File: src/rtl/clkdiv_search_pkg.sv
package clkdiv_search_pkg;

    typedef enum logic [2:0] {
        ST_IDLE,
        ST_OPTDIV,
        ST_STEPDIV,
        ST_EVAL,
        ST_CHECK,
        ST_FINISH
    } srch_state_t;

endpackage

File: src/rtl/seq_divider.sv
module seq_divider #(
    parameter int W = 32
) (
    input  logic         clk,
    input  logic         rst_n,
    input  logic         go,
    input  logic [W-1:0] num,
    input  logic [W-1:0] den,
    output logic         done,
    output logic [W-1:0] quot,
    output logic [W-1:0] ceil_q
);
    localparam int CW = $clog2(W + 1);

    logic [W-1:0]  q_r, r_r, d_r;
    logic [CW-1:0] cnt_r;
    logic          run_r, done_r;
    logic [W:0]    trial, diff;
    logic          fits;

    always_comb begin
        trial = {r_r, q_r[W-1]};
        diff  = trial - {1'b0, d_r};
        fits  = trial >= {1'b0, d_r};
    end

    always_ff @(posedge clk or negedge rst_n) begin
        if (!rst_n) begin
            q_r    <= '0;
            r_r    <= '0;
            d_r    <= '0;
            cnt_r  <= '0;
            run_r  <= 1'b0;
            done_r <= 1'b0;
        end else begin
            done_r <= 1'b0;
            if (go) begin
                q_r   <= num;
                r_r   <= '0;
                d_r   <= den;
                cnt_r <= CW'(W);
                run_r <= 1'b1;
            end else if (run_r) begin
                q_r   <= {q_r[W-2:0], fits};
                r_r   <= fits ? diff[W-1:0] : trial[W-1:0];
                cnt_r <= cnt_r - 1'b1;
                if (cnt_r == CW'(1)) begin
                    run_r  <= 1'b0;
                    done_r <= 1'b1;
                end
            end
        end
    end

    assign done   = done_r;
    assign quot   = q_r;
    assign ceil_q = q_r + W'(r_r != '0);


    div_rem_chk: assert property (@(posedge clk) disable iff (!rst_n)
        done_r |-> (r_r < d_r));

endmodule

File: src/rtl/cand_score.sv
module cand_score #(
    parameter int W  = 32,
    parameter int SW = 4,
    parameter int TW = 7,
    parameter int PW = W + SW
) (
    input  logic [W-1:0]  step,
    input  logic [SW-1:0] smp,
    input  logic [TW-1:0] lim,
    input  logic [PW-1:0] best,
    input  logic [W-1:0]  opt,
    output logic          take,
    output logic          exact
);
    logic [PW-1:0] prod;

    always_comb begin
        prod  = PW'(step) * PW'(smp);
        take  = (step <= W'(lim)) && (prod < best);
        exact = (prod == PW'(opt));
    end

endmodule

File: src/rtl/clkdiv_pair_search.sv
module clkdiv_pair_search
    import clkdiv_search_pkg::*;
#(
    parameter int DATA_W      = 32,
    parameter int SAMPLE_MAX  = 8,
    parameter int STEP_LIM_LO = 64,
    parameter int STEP_LIM_HI = 8,
    parameter int CLAMP_HZ    = 3400000,
    parameter int FAST_HZ     = 400000,
    localparam int SCW = $clog2(SAMPLE_MAX),
    localparam int TCW = $clog2(STEP_LIM_LO)
) (
    input  logic              clk,
    input  logic              rst_n,
    input  logic              start,
    input  logic [DATA_W-1:0] src_hz,
    input  logic [DATA_W-1:0] target_hz,
    output logic              busy,
    output logic              done,
    output logic [SCW-1:0]    sample_code,
    output logic [TCW-1:0]    step_code,
    output logic              err
);
    localparam int SW = $clog2(SAMPLE_MAX + 1);
    localparam int TW = $clog2(STEP_LIM_LO + 1);
    localparam int PW = DATA_W + SW;

    srch_state_t state, nxt;

    logic [DATA_W-1:0] src_r, tgt_r, opt_r, step_r;
    logic [TW-1:0]     lim_r, best_step;
    logic [SW-1:0]     s_r, best_s;
    logic [PW-1:0]     best_prod;
    logic              dv_go, dv_done;
    logic [DATA_W-1:0] dv_num, dv_den, dv_quot, dv_ceil;
    logic              ev_take, ev_exact, ev_stop;

    logic [DATA_W-1:0] tclamp, chk_den;
    logic [TW-1:0]     lim_in;
    logic              bad_in;

    always_comb begin
        tclamp  = (target_hz > DATA_W'(CLAMP_HZ)) ? DATA_W'(CLAMP_HZ) : target_hz;
        lim_in  = (tclamp > DATA_W'(FAST_HZ)) ? TW'(STEP_LIM_HI) : TW'(STEP_LIM_LO);
        bad_in  = (target_hz == '0) || (src_hz < DATA_W'(2));
        ev_stop = (ev_take && ev_exact) || (s_r == SW'(SAMPLE_MAX));
        chk_den = ev_take ? DATA_W'(2) * DATA_W'(s_r) * DATA_W'(step_r[TW-1:0])
                          : DATA_W'(2) * DATA_W'(best_s) * DATA_W'(best_step);
    end

    seq_divider #(.W(DATA_W)) u_div (
        .clk    (clk),
        .rst_n  (rst_n),
        .go     (dv_go),
        .num    (dv_num),
        .den    (dv_den),
        .done   (dv_done),
        .quot   (dv_quot),
        .ceil_q (dv_ceil)
    );

    cand_score #(.W(DATA_W), .SW(SW), .TW(TW), .PW(PW)) u_score (
        .step  (step_r),
        .smp   (s_r),
        .lim   (lim_r),
        .best  (best_prod),
        .opt   (opt_r),
        .take  (ev_take),
        .exact (ev_exact)
    );

    always_comb begin
        nxt = state;
        unique case (state)
            ST_IDLE:    if (start)   nxt = bad_in ? ST_FINISH : ST_OPTDIV;
            ST_OPTDIV:  if (dv_done) nxt = ST_STEPDIV;
            ST_STEPDIV: if (dv_done) nxt = ST_EVAL;
            ST_EVAL:    nxt = ev_stop ? ST_CHECK : ST_STEPDIV;
            ST_CHECK:   if (dv_done) nxt = ST_FINISH;
            ST_FINISH:  nxt = ST_IDLE;
            default:    nxt = ST_IDLE;
        endcase
    end

    always_ff @(posedge clk or negedge rst_n) begin
        if (!rst_n) state <= ST_IDLE;
        else        state <= nxt;
    end

    always_ff @(posedge clk or negedge rst_n) begin
        if (!rst_n) begin
            src_r <= '0; tgt_r <= '0; opt_r <= '0; step_r <= '0;
            lim_r <= '0; best_step <= '0; s_r <= '0; best_s <= '0;
            best_prod <= '0; dv_go <= 1'b0; dv_num <= '0; dv_den <= '0;
            sample_code <= '0; step_code <= '0; err <= 1'b0;
        end else begin
            dv_go <= 1'b0;
            unique case (state)
                ST_IDLE: if (start) begin
                    src_r     <= src_hz;
                    tgt_r     <= tclamp;
                    lim_r     <= lim_in;
                    best_prod <= PW'(SAMPLE_MAX) * PW'(lim_in);
                    best_s    <= SW'(SAMPLE_MAX);
                    best_step <= lim_in;
                    if (bad_in) begin
                        err         <= 1'b1;
                        sample_code <= SCW'(SAMPLE_MAX - 1);
                        step_code   <= TCW'(lim_in - 1'b1);
                    end else begin
                        dv_go  <= 1'b1;
                        dv_num <= src_hz >> 1;
                        dv_den <= tclamp;
                    end
                end
                ST_OPTDIV: if (dv_done) begin
                    opt_r  <= dv_ceil;
                    s_r    <= SW'(1);
                    dv_go  <= 1'b1;
                    dv_num <= dv_ceil;
                    dv_den <= DATA_W'(1);
                end
                ST_STEPDIV: if (dv_done) step_r <= dv_ceil;
                ST_EVAL: begin
                    if (ev_take) begin
                        best_prod <= PW'(step_r) * PW'(s_r);
                        best_s    <= s_r;
                        best_step <= step_r[TW-1:0];
                    end
                    dv_go <= 1'b1;
                    if (ev_stop) begin
                        dv_num <= src_r;
                        dv_den <= chk_den;
                    end else begin
                        s_r    <= s_r + 1'b1;
                        dv_num <= opt_r;
                        dv_den <= DATA_W'(s_r + 1'b1);
                    end
                end
                ST_CHECK: if (dv_done) begin
                    err         <= dv_quot > tgt_r;
                    sample_code <= SCW'(best_s - 1'b1);
                    step_code   <= TCW'(best_step - 1'b1);
                end
                ST_FINISH: ;
                default: ;
            endcase
        end
    end

    always_comb begin
        busy = (state != ST_IDLE);
        done = (state == ST_FINISH);
    end


    done_pulse_chk: assert property (@(posedge clk) disable iff (!rst_n)
        done |=> !done);

    busy_drop_chk: assert property (@(posedge clk) disable iff (!rst_n)
        done |=> !busy);

    result_hold_chk: assert property (@(posedge clk) disable iff (!rst_n)
        (!busy && !start) |=> ($stable(sample_code) && $stable(step_code) && $stable(err)));

    step_lim_chk: assert property (@(posedge clk) disable iff (!rst_n)
        (state == ST_CHECK) |-> (best_step <= lim_r));

endmodule

File: config.mk
export PLATFORM = sky130hd
export DESIGN_NAME = clkdiv_pair_search
export DESIGN_NICKNAME = d
export VERILOG_FILES = /design/src/rtl/clkdiv_search_pkg.sv /design/src/rtl/seq_divider.sv /design/src/rtl/cand_score.sv /design/src/rtl/clkdiv_pair_search.sv
export SDC_FILE = /design/constraint.sdc
export NUM_CORES = 1
export LEC_CHECK = 0
export CAP_MARGIN = 20
export CORE_ASPECT_RATIO = 1.4
export CORE_UTILIZATION = 65
export DETAILED_ROUTE_END_ITERATION = 10
export PLACE_DENSITY = 0.84
export SYNTH_ARGS = -nofsm -noshare
export SYNTH_HDL_FRONTEND = slang
export SYNTH_SLANG_ARGS = --single-unit
File: constraint.sdc
create_clock -name clk -period 12.7 [get_ports clk]
set_clock_uncertainty 0.2 [all_clocks]
set_input_delay 2.54 -clock clk [delete_from_list [all_inputs] [get_ports clk]]
set_output_delay 2.54 -clock clk [all_outputs]
set_load 0.02 [all_outputs]
==> run_summary.xml <==
<?xml version="1.0" encoding="UTF-8"?>
<metrics>
  <group name="place">
    <metric name="placed_area" unit="um^2">27100</metric>
    <metric name="numPortBuffers" unit="">78</metric>
    <metric name="place_hpwl" unit="um">60800</metric>
    <metric name="globalplace.congestion" unit="">1.03</metric>
  </group>
  <group name="yosys">
    <metric name="synth_cells" unit="">3047</metric>
    <metric name="synth-compound-area-share" unit="">0.178</metric>
    <metric name="synth-warning-count" unit="">0</metric>
    <metric name="synth-adder-area-share" unit="">0.136</metric>
    <metric name="synth_ff_type" unit="">sky130_fd_sc_hd__dfrtp_1</metric>
    <metric name="synthMuxAreaShare" unit="">0.0324</metric>
    <metric name="avgSynthCellArea" unit="um^2">8.58</metric>
    <metric name="synth-simple-area-share" unit="">0.189</metric>
    <metric name="mappedNetlistNets" unit="">3356</metric>
    <metric name="post_synth_num_cell_types" unit="">89</metric>
    <metric name="async_reset_ff_frac" unit="">1.00</metric>
    <metric name="synth.cell_area" unit="um^2">26200</metric>
    <metric name="synth_seq_cells" unit="">363</metric>
    <metric name="synth_seq_area_share" unit="">0.347</metric>
    <metric name="synth_top_area_cell" unit="">sky130_fd_sc_hd__dfrtp_1</metric>
    <metric name="yosys.area_share.xor_xnor" unit="">0.0498</metric>
    <metric name="cells_taking_the_most_area_after_synthesis" unit="">sky130_fd_sc_hd__dfrtp_1 35%, sky130_fd_sc_hd__ha_1 8.2%, sky130_fd_sc_hd__nand2_1 6.2%, sky130_fd_sc_hd__fa_1 5.4%, sky130_fd_sc_hd__o21ai_0 4.0%</metric>
    <metric name="number_of_flops_mapped_to_enable_cells_by_yosys" unit="">0</metric>
    <metric name="synth.top_cell.area_share" unit="">0.347</metric>
    <metric name="combinational_family_with_the_most_area_after_synthesis" unit="">simple AND/OR/NAND/NOR gates</metric>
  </group>
  <group name="sta">
    <metric name="rsz0062_at_grt" unit="">false</metric>
    <metric name="timing_max_transition_violations_final" unit="">0</metric>
    <metric name="timing_hold_violations_final" unit="">0</metric>
    <metric name="slew_headroom" unit="">0.344</metric>
    <metric name="worst_pin_slew" unit="ps">983</metric>
    <metric name="setup_tns" unit="ps">0</metric>
    <metric name="max_clock_freq" unit="MHz">108</metric>
    <metric name="finalSetupViolCount" unit="">0</metric>
    <metric name="layout_min_cycle_time" unit="ps">9260</metric>
    <metric name="timing.final.crit_share" unit="">0.729</metric>
  </group>
  <group name="grt">
    <metric name="grtUsageMet2" unit="">0.675</metric>
    <metric name="largest_net_degree_at_the_start_of_global_routing" unit="">172</metric>
    <metric name="grtUsageMet3" unit="">0.0651</metric>
    <metric name="global_route.usage.met1" unit="">0.459</metric>
    <metric name="grt_pass1_vias" unit="">23300</metric>
    <metric name="grtUsageTotal" unit="">0.404</metric>
    <metric name="overflow" unit="">0</metric>
    <metric name="grt_first_pass_wirelength" unit="um">127000</metric>
    <metric name="grt.busiest_layer" unit="">met2</metric>
    <metric name="antenna_found_initial" unit="">4</metric>
  </group>
  <group name="detailed_routing">
    <metric name="drt_iter0_drc" unit="">2022</metric>
    <metric name="detail_route.vias_per_cell" unit="">6.46</metric>
    <metric name="antenna_left" unit="">0</metric>
    <metric name="finalWirelength" unit="um">81200</metric>
    <metric name="drc_errors" unit="">0</metric>
    <metric name="drt-pass1-iter-count" unit="">7</metric>
    <metric name="via_count" unit="">23200</metric>
    <metric name="detail_route.wl_per_cell" unit="um">22.7</metric>
  </group>
  <group name="power_and_ir_drop">
    <metric name="netSwitchingPower" unit="mW">3.14</metric>
    <metric name="total_leakage_power" unit="nW">13.2</metric>
    <metric name="ir_drop" unit="uV">218</metric>
    <metric name="share_clk_of_total_power" unit="">0.165</metric>
    <metric name="combinationalPowerShare" unit="">0.535</metric>
    <metric name="intPower" unit="mW">3.47</metric>
    <metric name="switching_share" unit="">0.475</metric>
    <metric name="power.sequential.fraction" unit="">0.300</metric>
    <metric name="power-per-cell-area" unit="nW/um^2">233</metric>
  </group>
  <group name="clocking">
    <metric name="cts.htree.levels" unit="">2</metric>
    <metric name="clock_slew_seen_by_the_registers_of_the_worst_setup_and_hold_paths" unit="ps">60</metric>
    <metric name="hold_fix_buffers_cts" unit="">0</metric>
    <metric name="cts_tree" unit="">built</metric>
    <metric name="clk-insertion-delay-late" unit="ps">550</metric>
    <metric name="cts.repair_timing.setup_buffer_count" unit="">0</metric>
    <metric name="clk_root_buffer_cell" unit="">sky130_fd_sc_hd__clkbuf_16</metric>
    <metric name="clock_tree.buffer_depth" unit="">3</metric>
    <metric name="cts.sinks" unit="">363</metric>
    <metric name="tritoncts.num_buffers" unit="">37</metric>
    <metric name="number_of_gates_resized_after_cts" unit="">0</metric>
  </group>
  <group name="floorplanning">
    <metric name="die_h" unit="um">239</metric>
    <metric name="floorplan.io_pins" unit="">79</metric>
    <metric name="design.die.area" unit="um^2">41100</metric>
    <metric name="fp-row-count" unit="">86</metric>
    <metric name="x_dimension_of_the_die" unit="um">172</metric>
    <metric name="initial_core_util" unit="">0.662</metric>
    <metric name="area_of_the_placeable_core" unit="um^2">39500</metric>
  </group>
  <group name="run">
    <metric name="max_cap_viol_count" unit="">0</metric>
  </group>
  <group name="critical_path">
    <metric name="endpoint_kind" unit="">flip-flop</metric>
    <metric name="worstSetupStartpointType" unit="">flip-flop</metric>
    <metric name="worst_path_required_time" unit="ps">12960</metric>
    <metric name="timing.reg2reg.setup_slack" unit="ps">3440</metric>
    <metric name="criticalPathCategory" unit="">flip-flop to flip-flop</metric>
    <metric name="crit_path_max_fanout" unit="">45</metric>
    <metric name="timing.critical_path.max_delay_family" unit="">simple AND/OR/NAND/NOR gates</metric>
    <metric name="critPathSlowestCell" unit="">sky130_fd_sc_hd__dfrtp_1</metric>
    <metric name="cp.buffers_inverters" unit="">3</metric>
    <metric name="timing.critical_path.slowest_cell_delay" unit="ps">940</metric>
    <metric name="critical_path_arrival" unit="ps">9520</metric>
  </group>
  <group name="cells_and_area">
    <metric name="most_frequent_cells_in_the_layout" unit="">430 x sky130_fd_sc_hd__nand2_1, 361 x sky130_fd_sc_hd__dfrtp_1, 261 x sky130_fd_sc_hd__inv_1, 208 x sky130_fd_sc_hd__o21ai_0, 192 x sky130_fd_sc_hd__nor2_1</metric>
    <metric name="syn2layout_area_growth" unit="%">8.46</metric>
    <metric name="layout-drive-gt1-share" unit="">0.0442</metric>
    <metric name="design.final.nets" unit="">3333</metric>
    <metric name="final_area" unit="um^2">28400</metric>
    <metric name="leading_cell_type_in_the_layout_fill_and_taps_excluded" unit="">sky130_fd_sc_hd__nand2_1</metric>
  </group>
  <group name="min_path">
    <metric name="min_path_type" unit="">flip-flop to flip-flop</metric>
  </group>
  <group name="outcome">
    <metric name="run_status" unit="">complete, no violations</metric>
  </group>
</metrics>
-- power groups by stage --
stage	Combinational [mW]	Sequential (mW)	Clock, mW
finish	3.54	1.98	1.09
global route	3.83	2.02	1.14
CTS	3.47	1.96	1.10
detailed placement	3.42	1.98	0
global placement	3.30	1.96	0
floorplan	2.53	1.76	0
-- synth_stat cells, drive strengths merged (6+ instances only) --
| cell type | count |
|---|---|
| nand2 | 432 |
| dfrtp | 363 |
| inv | 261 |
| o21ai | 244 |
| nor2 | 194 |
| a21oi | 186 |
| ha | 171 |
| clkbuf | 131 |
| and2 | 99 |
| mux2i | 79 |
| xnor2 | 72 |
| fa | 71 |
| nand3 | 64 |
| xor2 | 59 |
| a21o | 52 |
| nor4 | 45 |
| buf | 41 |
| nand4 | 41 |
| nor3 | 39 |
| o31ai | 33 |
| and3 | 31 |
| or3 | 30 |
| a211oi | 29 |
| o22ai | 28 |
| o221ai | 26 |
| o211ai | 22 |
| o21a | 18 |
| nand2b | 15 |
| nor2b | 15 |
| a31oi | 13 |
| a22oi | 10 |
| and4 | 10 |
| a21boi | 9 |
| a2111oi | 8 |
| o32ai | 8 |
| o21bai | 7 |
| a311oi | 6 |
| nor4bb | 6 |
-- worst paths after layout --
| path | from | to | depth (start not counted) |
|---|---|---|---|
| min in group asynchronous | rst_n | u_div.cnt_r[2] | 1 |
| max | s_r[1] | dv_den[9] | 26 |
| min | dv_num[9] | u_div.quot[9] | 2 |
| max reg2reg | s_r[1] | dv_den[9] | 26 |
| min reg2reg | dv_num[9] | u_div.quot[9] | 2 |
| max in group asynchronous | rst_n | u_div.run_r | 3 |
-- routing by layer --
layer	vias to the layer above	part of all wire
met5	-	0.00015
met3	320	0.067
met1	11300	0.36
met2	993	0.48
met4	2	0.089
li1	10500	-
-- logic make-up (layout without fill, tap and decap cells) --
family          Yosys count  in the layout
other cells               0              3
mux                      84             84
buf+inv                 434            439
fa+ha+maj               242            242
compound gates          742            742
xor+xnor                137            137
simple gates           1045           1045
flops                   363            363
-- metrics by stage --
step / setup WS (ps) / util / std cells / hold slack [ps] / power [mW]
2_1_floorplan: 5950 / - / 3047 / 245 / 4.30
3_3_place_gp: 3790 / 0.687 / 3511 / 257 / 5.26
3_5_place_dp: 3570 / 0.687 / 3511 / 262 / 5.40
4_1_cts: 3530 / 0.717 / 3578 / 273 / 6.53
5_1_grt: 3030 / 0.718 / 3580 / 290 / 7.00
6_report: 3440 / 0.718 / 3583 / 272 / 6.61
-- flip-flops by register name, indices dropped and copies added, names as in the netlist, 4 cells and up --
name / cells
best_prod: 36
best_s: 4
best_step: 7
dv_den: 32
dv_num: 32
opt_r: 32
s_r: 4
src_r: 32
step_code: 6
step_r: 32
tgt_r: 32
u_div.cnt_r: 6
u_div.d_r: 32
u_div.quot: 32
u_div.r_r: 32
-- area by class of cell --
cell class	count	area, um^2
sequential	363	9090
multi-input combinational	2250	15400
antenna	3	7.51
clock buffer	51	1060
fill	2992	11100
tap	528	661
timing repair buffer	110	1060
clock inverter	16	134
inverter	262	983
-- worst min-delay path, stage by stage (launching register included) --
cell                      delay (ps)
sky130_fd_sc_hd__dfrtp_1         340
sky130_fd_sc_hd__nand2_1          50
sky130_fd_sc_hd__o21ai_0          60
Power figures use the tool's default switching activity.
